==> src/rtl/rd_pkg.sv <==
package rd_pkg;

    typedef enum logic [2:0] {
        RC_FETCH_DROP     = 3'd0,
        RC_MOVE           = 3'd1,
        RC_MOVE_LOAD      = 3'd2,
        RC_FETCH_SENDRES  = 3'd3,
        RC_MOVE_SEND      = 3'd4,
        RC_FETCH_LOAD     = 3'd5,
        RC_MOVE_LOAD_SPAR = 3'd6,
        RC_MOVE_LOAD_SINC = 3'd7
    } rcode_e;

    typedef enum logic [1:0] {
        SS_NONE  = 2'd0,
        SS_RES   = 2'd1,
        SS_PAR   = 2'd2,
        SS_SLICE = 2'd3
    } snd_sel_e;

    typedef struct packed {
        logic     dst_from_par;
        logic     load_addr;
        snd_sel_e snd;
        logic     need_par;
    } rdec_t;

endpackage

==> src/rtl/rd_opcode_decode.sv <==
module rd_opcode_decode
    import rd_pkg::*;
(
    input  logic [2:0] code,
    output rdec_t      dec
);
    always_comb begin
        dec = '0;
        unique case (rcode_e'(code))
            RC_FETCH_DROP:     begin dec.dst_from_par = 1'b1; end
            RC_MOVE:           begin end
            RC_MOVE_LOAD:      begin dec.load_addr = 1'b1; end
            RC_FETCH_SENDRES:  begin dec.dst_from_par = 1'b1; dec.snd = SS_RES; end
            RC_MOVE_SEND:      begin dec.snd = SS_RES; end
            RC_FETCH_LOAD:     begin dec.dst_from_par = 1'b1; dec.load_addr = 1'b1; end
            RC_MOVE_LOAD_SPAR: begin dec.load_addr = 1'b1; dec.snd = SS_PAR; end
            RC_MOVE_LOAD_SINC: begin dec.load_addr = 1'b1; dec.snd = SS_SLICE; end
            default:           begin end
        endcase
        dec.need_par = dec.dst_from_par || (dec.snd == SS_PAR);
    end
endmodule

==> src/rtl/rd_method_addr.sv <==
module rd_method_addr #(
    parameter int MAW = 12,
    parameter int MIW = 6
) (
    input  logic               clear,
    input  logic [MAW-1:0]     cur_addr,
    input  logic [MIW-1:0]     cur_incr,
    input  logic               load,
    input  logic [MAW+MIW-1:0] load_val,
    input  logic               send,
    output logic [MAW-1:0]     send_addr,
    output logic [MAW-1:0]     nxt_addr,
    output logic [MIW-1:0]     nxt_incr
);
    logic [MAW-1:0] base_addr;
    logic [MIW-1:0] base_incr;

    always_comb begin
        if (clear) begin
            base_addr = '0;
            base_incr = '0;
        end else if (load) begin
            base_addr = load_val[MAW-1:0];
            base_incr = load_val[MAW+MIW-1:MAW];
        end else begin
            base_addr = cur_addr;
            base_incr = cur_incr;
        end
        send_addr = base_addr;
        nxt_incr  = base_incr;
        nxt_addr  = send ? base_addr + MAW'(base_incr) : base_addr;
    end
endmodule

==> src/rtl/result_dispatch.sv <==
module result_dispatch
    import rd_pkg::*;
#(
    parameter int DW  = 32,
    parameter int RAW = 3,
    parameter int MAW = 12,
    parameter int MIW = 6
) (
    input  logic           clk,
    input  logic           rst_n,
    input  logic           run_start,
    input  logic           run_exit,
    input  logic           op_valid,
    output logic           op_ready,
    input  logic [2:0]     op_code,
    input  logic [RAW-1:0] op_dst,
    input  logic [DW-1:0]  op_result,
    input  logic           par_valid,
    input  logic [DW-1:0]  par_data,
    output logic           par_pop,
    output logic           rf_we,
    output logic [RAW-1:0] rf_addr,
    output logic [DW-1:0]  rf_wdata,
    output logic           snd_valid,
    output logic [MAW-1:0] snd_addr,
    output logic [DW-1:0]  snd_data,
    output logic [MAW-1:0] meth_addr,
    output logic [MIW-1:0] meth_incr,
    output logic           run_err
);
    localparam int MW = MAW + MIW;
    localparam logic [RAW-1:0] PRELOAD_REG = RAW'(1);

    typedef struct packed {
        logic           pend;
        logic           err;
        logic           rf_we;
        logic [RAW-1:0] rf_addr;
        logic [DW-1:0]  rf_wdata;
        logic           snd_valid;
        logic [MAW-1:0] snd_addr;
        logic [DW-1:0]  snd_data;
        logic [MAW-1:0] maddr;
        logic [MIW-1:0] mincr;
    } st_t;

    st_t   st_d, st_q;
    rdec_t dec;
    logic  fire, preload, do_send;
    logic [MAW-1:0] ma_send, ma_nxt;
    logic [MIW-1:0] mi_nxt;

    rd_opcode_decode u_dec (
        .code (op_code),
        .dec  (dec)
    );

    assign op_ready = !st_q.pend && !run_start && (par_valid || !dec.need_par);
    assign fire     = op_valid && op_ready;
    assign preload  = st_q.pend && par_valid;
    assign par_pop  = preload || (fire && dec.need_par);
    assign do_send  = fire && (dec.snd != SS_NONE);

    rd_method_addr #(.MAW(MAW), .MIW(MIW)) u_ma (
        .clear     (run_start),
        .cur_addr  (st_q.maddr),
        .cur_incr  (st_q.mincr),
        .load      (fire && dec.load_addr),
        .load_val  (op_result[MW-1:0]),
        .send      (do_send),
        .send_addr (ma_send),
        .nxt_addr  (ma_nxt),
        .nxt_incr  (mi_nxt)
    );

    always_comb begin
        st_d           = st_q;
        st_d.rf_we     = 1'b0;
        st_d.snd_valid = 1'b0;
        st_d.maddr     = ma_nxt;
        st_d.mincr     = mi_nxt;

        if (run_start) begin
            st_d.pend = 1'b1;
            st_d.err  = 1'b0;
        end else if (run_exit && par_valid) begin
            st_d.err = 1'b1;
        end

        if (preload) begin
            st_d.pend     = 1'b0;
            st_d.rf_we    = 1'b1;
            st_d.rf_addr  = PRELOAD_REG;
            st_d.rf_wdata = par_data;
        end else if (fire) begin
            st_d.rf_we    = (op_dst != '0);
            st_d.rf_addr  = op_dst;
            st_d.rf_wdata = dec.dst_from_par ? par_data : op_result;
            if (do_send) begin
                st_d.snd_valid = 1'b1;
                st_d.snd_addr  = ma_send;
                unique case (dec.snd)
                    SS_RES:   st_d.snd_data = op_result;
                    SS_PAR:   st_d.snd_data = par_data;
                    SS_SLICE: st_d.snd_data = {{(DW-MIW){1'b0}}, op_result[MW-1:MAW]};
                    default:  st_d.snd_data = op_result;
                endcase
            end
        end
    end

    always_ff @(posedge clk) begin
        if (!rst_n) st_q <= '0;
        else        st_q <= st_d;
    end

    assign rf_we     = st_q.rf_we;
    assign rf_addr   = st_q.rf_addr;
    assign rf_wdata  = st_q.rf_wdata;
    assign snd_valid = st_q.snd_valid;
    assign snd_addr  = st_q.snd_addr;
    assign snd_data  = st_q.snd_data;
    assign meth_addr = st_q.maddr;
    assign meth_incr = st_q.mincr;
    assign run_err   = st_q.err;
endmodule

==> config.mk <==
export PLATFORM = sky130hd
export DESIGN_NAME = result_dispatch
export DESIGN_NICKNAME = d
export VERILOG_FILES = /design/src/rtl/rd_pkg.sv /design/src/rtl/rd_opcode_decode.sv /design/src/rtl/rd_method_addr.sv /design/src/rtl/result_dispatch.sv
export SDC_FILE = /design/constraint.sdc
export NUM_CORES = 1
export LEC_CHECK = 0
export CAP_MARGIN = 20
export CORE_MARGIN = 5
export CORE_UTILIZATION = 43
export CTS_BUF_LIST = sky130_fd_sc_hd__clkbuf_16
export CTS_CLUSTER_DIAMETER = 100
export DETAILED_ROUTE_END_ITERATION = 10
export PLACE_DENSITY = 0.82
export SYNTH_ARGS = -nofsm -noshare
export SYNTH_HDL_FRONTEND = slang
export SYNTH_SLANG_ARGS = --single-unit
==> constraint.sdc <==
create_clock -name clk -period 11.9 [get_ports clk]
set_input_delay 3.57 -clock clk [delete_from_list [all_inputs] [get_ports clk]]
set_output_delay 3.57 -clock clk [all_outputs]
set_load 0.02 [all_outputs]
---- Word-level counts from Yosys, hierarchy flattened ----
Index checks and enable logic that the tools add are counted.
cells by class
  add/subtract/negate cells ............... 1
  eq/ne operators ......................... 8
  multiplexer cells ....................... 13
  bitwise gates (word level) .............. 3
  reductions and logical operators ........ 25
operators with widths
  operator              count
  $mux W81              1
  $pmux W32 S2          1
  $mux W45              1
  $mux W12              3
  $mux W36              1
  $mux W32              1
  $add A12 B6 Y12       1
  $eq A3 B3 Y1 const B  4
  $mux W6               2
  $logic_and A1 B1 Y1   8
  $eq A3 B2 Y1 const B  2
  $pmux W2 S3           1
  $reduce_or A2 Y1      3
  $reduce_or A3 Y1      2
  $eq A2 B2 Y1 const B  2
  $reduce_bool A2 Y1    2
  $reduce_or A4 Y1      1
  $logic_not A1 Y1      3
  $logic_not A3 Y1      1
  $logic_or A1 B1 Y1    3
  $not A1 Y1            3
  $reduce_and A3 Y1     1
  $reduce_bool A3 Y1    1
  $mux W1               2
word-level totals
  flip-flop bits (word level) ............. 101
  input bits .............................. 76
  output and inout port bits .............. 102
  logic and storage cells ................. 61

---- Logic depth before layout (Yosys ltp) ----
Gate-level depths: netlist (run 1).
  depth after elaboration ................. 15
  depth in mapped cells ................... 16
  mapped depth without buffers ............ 13

---- Cells and area by module ----
From an unflattened synthesis (run 1), not the netlist that was laid out.
unflattened totals
  cell total of the unflattened synthesis .. 716
  area total of the unflattened synthesis .. 6203.4 sq um
by module, submodules not included
  module            times used  cells each  area an instance (sq um)  seq. area each (sq um)
  result_dispatch   1           613         5439.0                    2021.9
  rd_method_addr    1           94          701.9                     0.0
  rd_opcode_decode  1           9           62.6                      0.0

---- Worst setup path before layout (run 1) ----
Ideal clock, no wire load.
  kind .................................... input port to output port
  start ................................... input port op_code[2]
  end ..................................... output port par_pop
  arrival ................................. 5062 ps
  required time ........................... 8330 ps
  setup slack ............................. 3268 ps
  stages .................................. 8
  buffers on the path ..................... 4
  cells stage by stage .................... buf_6 -> xor3_2 -> o211a_1 -> buf_4 -> a21oi_2 -> buf_2 -> buf_2 -> nor2_1
on the way
  word-level cells in the longest chain between the ends .. 11
  elaborated cells on any way between the ends .. 18
  classes of those cells .................. eq/ne: 6; mux: 2; reduce/logical: 10
ends and longest elaborated chain
  element                                              line                    source
  start: declaration                                   result_dispatch.sv:15   input logic [2:0] op_code,
  $eq A3 B3 Y1 / $eq A3 B2 Y1 (equally long branches)  rd_opcode_decode.sv:9   unique case (rcode_e'(code))
  $reduce_or A2 Y1 (no line)                           --
  $pmux W2 S3                                          rd_opcode_decode.sv:9
  $eq A2 B2 Y1                                         rd_opcode_decode.sv:20  dec.need_par = dec.dst_from_par || (dec.snd == SS_PAR);
  $logic_or A1 B1 Y1 (*)                               rd_opcode_decode.sv:20
  $logic_not A1 Y1                                     result_dispatch.sv:58   assign op_ready = !st_q.pend && !run_start && (par_valid || !dec.need_par);
  $logic_or A1 B1 Y1                                   result_dispatch.sv:58
  $logic_and A1 B1 Y1                                  result_dispatch.sv:58
  $logic_and A1 B1 Y1                                  result_dispatch.sv:59   assign fire = op_valid && op_ready;
  $logic_and A1 B1 Y1 (*)                              result_dispatch.sv:61   assign par_pop = preload || (fire && dec.need_par);
  $logic_or A1 B1 Y1 (*)                               result_dispatch.sv:61
  end: declaration                                     result_dispatch.sv:20   output logic par_pop,
Mark *: on every way between the ends. The rest lies on a longest branch, timed or not.

---- Worst setup path in the final report (run 1) ----
  start ................................... input port op_code[0]
  end ..................................... output port par_pop
The elaborated chain is that of the path after synthesis.

==> results of run 1 <==
## sequential cells by signal, indices dropped and copies added (netlist names)
register	count
rf_addr	3
rf_wdata	32
meth_addr	12
snd_data	32
run_err	1
snd_valid	1
rf_we	1
st_q	1
meth_incr	6
snd_addr	12
## stage by stage
step	hold slack (ps)	cell area (sq um)	setup WS (ps)	utilization [%]
floorplan	435	5910	3270	-
CTS	460	7320	2200	54.8
detailed placement	450	7000	2200	52.4
global route	469	7320	2030	54.8
finish	456	7320	2240	54.8
global placement	446	7000	2220	52.4
## layout by cell type, fill, tap and decap left out, types with 2 or more instances in the layout
cell,Yosys,layout
clkbuf_16,0,9
nand2b_1,4,4
xnor2_1,2,2
dfxtp_1,101,101
nor2_2,2,2
nor4_2,2,2
mux2_2,3,3
nor2_1,33,33
and2_1,39,39
nor3_1,2,2
nor3b_1,2,2
xor2_1,5,5
ha_1,6,6
a21boi_0,19,19
o21ai_0,37,37
bufinv_16,0,2
clkdlybuf4s50_1,0,176
nand2_1,108,108
clkinvlp_4,0,2
nor2b_1,3,3
buf_4,101,8
nand3_1,31,31
o211ai_1,7,7
mux2i_1,61,61
nand3b_1,27,27
a21oi_1,8,8
o211a_1,27,27
o21a_1,2,2
inv_1,5,5
clkinv_2,0,3
a21boi_1,4,4
## area by class of cell
| class | instances | area, sq um |
|---|---|---|
| clock inverter | 7 | 90.1 |
| timing repair buffer | 185 | 1830 |
| fill | 1260 | 6030 |
| inverter | 5 | 18.8 |
| tap | 176 | 220 |
| sequential | 101 | 2020 |
| multi-input combinational | 447 | 2910 |
| clock buffer | 9 | 225 |
## worst paths after layout
check / start / to / slack, ps / cells after the start
max reg2reg: st_q[100] / meth_addr[10] / 8320 / 13
min reg2reg: snd_addr[3] / snd_addr[3] / 460 / 2
max: op_code[0] / par_pop / 2240 / 8
min: snd_addr[3] / snd_addr[3] / 460 / 2
## cells in the mapped netlist, types with 3 or more instances
library cell / n / area (sq um)
a21boi_1: 4 / 30.0
a21boi_0: 19 / 143
nand3b_1: 27 / 203
and2_1: 39 / 244
ha_1: 6 / 75.1
mux2_2: 3 / 33.8
dfxtp_1: 101 / 2020
nand2_1: 108 / 405
nand2b_1: 4 / 25.0
clkbuf_1: 25 / 93.8
mux2i_1: 61 / 611
nor2_1: 33 / 124
xor2_1: 5 / 43.8
nor2b_1: 3 / 18.8
o211ai_1: 7 / 52.6
nand3_1: 31 / 155
buf_1: 4 / 15.0
o21ai_0: 37 / 185
inv_1: 5 / 18.8
o211a_1: 27 / 270
a21oi_1: 8 / 40.0
buf_4: 101 / 758
buf_2: 12 / 60.1
## power by group through the flow
stage / clock [mW] / sequential [mW] / combinational (mW)
after floorplan: 0 / 0.367 / 0.115
after CTS: 0.322 / 0.362 / 0.172
after detailed placement: 0 / 0.370 / 0.171
after global placement: 0 / 0.369 / 0.170
final: 0.315 / 0.362 / 0.171
after global routing: 0.337 / 0.364 / 0.186
## worst max-delay path, cell delays in order
cell and delay [ps]:
clkdlybuf4s50_1 460, buf_4 380, xor2_1 120, o211ai_1 170, buf_4 520, nor2_1 100, nor2_1 110, clkdlybuf4s50_1 640
## layer usage
metal  up-vias  wire length [microns]
met5         -                      7
li1       2369                      -
met2       150                   7370
met4         2                    361
met1      2235                   7070
met3        25                   1110
## cells by family (layout without fill, tap and decap cells)
group                    count (synthesis)  in the layout  synth area share [%]
XOR/XNOR                                 8              8                  1.46
flip-flops                             101            101                  34.2
buffers and inverters                  150            206                  16.6
multiplexers                            64             64                  10.9
adder cells (fa/ha/maj)                  7              7                  1.61
AO/OA/AOI/OAI                          111            111                  13.7
AND/OR/NAND/NOR                        257            257                  21.4
==> impl_metrics.json, run 1 <==
{
  "track_usage_pct": 19.6,
  "worst_hold_path_type": "flip-flop to flip-flop",
  "cts_buffers": 9,
  "routed_wl_microns": 15900,
  "dieArea_sq_mm": 0.0162,
  "finalSetupViolCount": 0,
  "grt_pass1_vias": 4679,
  "status": "complete, no violations",
  "fin_skew_ps": 6.24,
  "async_flop_share_pct": 0,
  "antenna_found_initial": 1,
  "p_leak_nw": 3.14,
  "grt_pass1_wl_microns": 25300,
  "vias": 4781,
  "cts_root_buf": "clkbuf_16",
  "cts_sinks": 101,
  "cap_viol_max_count": 0,
  "synth.cell_area_sq_mm": 0.00591,
  "ir_worst_vdd_uv": 67.9,
  "hpwl_microns": 11100,
  "critical_path.max_fanout": 38,
  "postCtsSetupBuffers": 0,
  "power.switching_mw": 0.228,
  "place_congestion": 0.844,
  "ios": 178,
  "die_w_microns": 127,
  "core_sq_mm": 0.0133,
  "cp.arrival_ps": 6090,
  "numPortBuffers": 177,
  "grt-ovfl-total": 0,
  "syn_area_per_cell_sq_um": 8.47,
  "fmax_ghz": 0.104,
  "synth_seq_cells": 101,
  "rows": 42,
  "drt_iter0_markers": 355,
  "busiest_layer": "met2",
  "switching_share_pct": 27.0,
  "slew_headroom_pct": 31.2,
  "post-route-min-period_ps": 9660,
  "use_met2_pct": 32.0,
  "fin_cells": 930,
  "p_comb_share_pct": 20.1,
  "worst_pin_slew_ps": 1030,
  "crit_path_start_kind": "primary input",
  "dieHeight_microns": 127,
  "period_share_pct": 81.2,
  "synthFlopType": "dfxtp_1",
  "final_antenna_net_count": 0,
  "path_class": "primary input to output pin",
  "clock_latency_ps": 350,
  "synth-edff-count": 0,
  "power_mw": 0.848,
  "diodes": 0,
  "seq_area_frac_synth_pct": 34.2,
  "clk_pin_slew_ps": 70,
  "synthCells": 698,
  "wl_per_cell_microns": 17.1,
  "h-tree-depth": 3,
  "dp.cells": 914,
  "sequentialPowerShare_pct": 42.7,
  "first_pass_iters": 5,
  "start_util_pct": 44.3,
  "grt_start_max_net_pins": 97,
  "worstPathRequired_ps": 8330,
  "ctsResizeCount": 0,
  "clkPwrFrac_pct": 37.2,
  "drive_above_1_share_pct": 5.04,
  "synth_warnings": 0,
  "area_growth_pct": 23.8,
  "use_met1_pct": 25.0,
  "ctsHoldBuffers": 0,
  "synth_nets": 781,
  "viasPerCell": 5.14,
  "finalHoldViolCount": 0,
  "internal_power_mw": 0.619,
  "grt_setup_unrepaired": "no",
  "worstSetupEndpointType": "output pin",
  "p_per_area_mw_per_mm2": 116,
  "yosysUniqueCellTypes": 44,
  "cts_tree": "built",
  "drc": 0,
  "slew_viol_final": 0,
  "ctsLongestPathBuffers": 2,
  "use_met3_pct": 4.97,
  "fin_nets": 832,
  "fin_tns_setup_ps": 0
}
No activity file was read; power rests on OpenSTA's default activity.
==> inputs of run 2 (changes only) <==
==> constraint.sdc (replaced) <==
create_clock -name clk -period 9.55 [get_ports clk]
set_input_delay 2.865 -clock clk [delete_from_list [all_inputs] [get_ports clk]]
set_output_delay 2.865 -clock clk [all_outputs]
set_load 0.02 [all_outputs]
==> impl_metrics.json, run 2 (synthesis gave the netlist of run 1 again) <==
{
  "place_congestion": 0.822,
  "h-tree-depth": 3,
  "track_usage_pct": 19.1,
  "hold_start": "snd_addr[2]",
  "cts_buffers": 9,
  "crit_top_cell": "clkdlybuf4s50_1",
  "core_sq_mm": 0.0133,
  "final_antenna_net_count": 0,
  "fin_tns_setup_ps": 0,
  "dp_slack_ps": 1360,
  "layout_common_cells": "clkdlybuf4s50_1, nand2_1, dfxtp_1",
  "final_common_cell": "clkdlybuf4s50_1",
  "p_per_area_mw_per_mm2": 136,
  "numPortBuffers": 177,
  "antenna_found_initial": 0,
  "grt_start_max_net_pins": 97,
  "path_class": "primary input to output pin",
  "grt_pass1_wl_microns": 24700,
  "finalHoldViolCount": 0,
  "worstPathRequired_ps": 6690,
  "diodes": 0,
  "viasPerCell": 5.14,
  "slew_headroom_pct": 32.1,
  "wl_met1_microns": 7120,
  "wl_met3_microns": 1050,
  "met2WireLength_microns": 7450,
  "slowest_stage": "clkdlybuf4s50_1",
  "clock_latency_ps": 340,
  "critical_path.max_fanout": 38,
  "ctsLongestPathBuffers": 2,
  "worst_pin_slew_ps": 1020,
  "clk_pin_slew_ps": 60,
  "slew_viol_final": 0,
  "r2r-start": "st_q[100]",
  "status": "complete, no violations",
  "vias": 4774,
  "ir_worst_vdd_uv": 71.8,
  "cap_viol_max_count": 0,
  "drc": 0,
  "cp.arrival_ps": 5300,
  "post-route-min-period_ps": 8170,
  "p_leak_nw": 3.12,
  "dr.max_layer_used": "met4",
  "grt_pass1_vias": 4611,
  "dieHeight_microns": 127,
  "grt_setup_unrepaired": "no",
  "ios": 178,
  "crit_path_start_kind": "primary input",
  "fmax_ghz": 0.122,
  "period_share_pct": 85.5,
  "grt-ovfl-total": 0,
  "wl_per_cell_microns": 17.0,
  "cts_sinks": 101,
  "crit_chain": "clkdlybuf4s50_1, buf_4, xor3_2, o211a_1, a21oi_4, nor2_1, clkdlybuf4s50_1",
  "worstSetupEndpointType": "output pin",
  "postCtsSetupBuffers": 0,
  "fin_skew_ps": 6.37,
  "path_delay_family": "buffers and inverters",
  "rows": 42,
  "finalSetupViolCount": 0,
  "fin_nets": 832,
  "dieArea_sq_mm": 0.0162,
  "critical_path.startpoint": "op_code[0]",
  "cp_num_buf_inv": 3,
  "drt_iter0_markers": 173,
  "fillCellCount": 1278,
  "drive_above_1_share_pct": 4.25,
  "ctsHoldBuffers": 0,
  "worst_hold_path_type": "flip-flop to flip-flop",
  "hpwl_microns": 11100,
  "cts_tree": "built",
  "ctsResizeCount": 0,
  "worst_slack_ps": 1380,
  "routed_wl_microns": 15800,
  "die_w_microns": 127,
  "first_pass_iters": 5,
  "area_growth_pct": 22.7,
  "cts_root_buf": "clkbuf_16",
  "slowest_delay_ps": 560,
  "start_util_pct": 44.3
}
run 2: cell count changes in the layout (fill, tap and decap cells not counted):
| cell | delta |
|---|---|
| inv_1 | +2 |
| clkinvlp_4 | -2 |
| clkinv_2 | -2 |
| bufinv_16 | -2 |
| clkinv_1 | +3 |
run 2: cell type report:
class / instances / area, sq um / share of cell area (%)
clock buffers: 9 / 225 / 3.11
clock inverters: 6 / 23.8 / 0.328
inverters: 5 / 18.8 / 0.259
multi-input cells: 447 / 2910 / 40.2
flip-flops and latches: 101 / 2020 / 27.9
well taps: 176 / 220 / 3.04
repair buffers: 185 / 1830 / 25.2
run 2: where the power goes:
group / internal, mW / switching (mW) / leakage [nW]
combinational: 0.103 / 0.110 / 2.17
sequential: 0.440 / 0.0105 / 0.821
clock: 0.170 / 0.151 / 0.130
run 2: path summary, 6_finish.rpt:
path                    to  cells after the start  slack, ps
min reg2reg    snd_addr[2]                      2        460
max reg2reg  meth_addr[10]                     13       5980
min            snd_addr[2]                      2        460
max                par_pop                      7       1380
run 2: metal layers:
layer | global-route usage [%] | vias up
li1 | - | 2359
met1 | 24.8 | 2269
met4 | 5.87 | 0
met2 | 31.4 | 133
met3 | 4.63 | 13
met5 | 0 | -
run 2: worst min-delay path, delay by kind of cell, from the launching register on:
family             cells  cell delay, ps
AOI/OAI and AO/OA      1              50
DFF                    1             310
and+or+nand+nor        1              50
run 2: metrics by stage:
| step | area (sq um) | cells | hold slack (ps) | util [%] | power (mW) |
|---|---|---|---|---|---|
| 2_1_floorplan | 5910 | 698 | 435 | - | 0.600 |
| 3_3_place_gp | 7000 | 914 | 446 | 52.4 | 0.671 |
| 3_5_place_dp | 7000 | 914 | 449 | 52.4 | 0.675 |
| 4_1_cts | 7250 | 929 | 458 | 54.3 | 1.00 |
| 5_1_grt | 7250 | 929 | 486 | 54.3 | 1.04 |
| 6_report | 7250 | 929 | 456 | 54.3 | 0.986 |
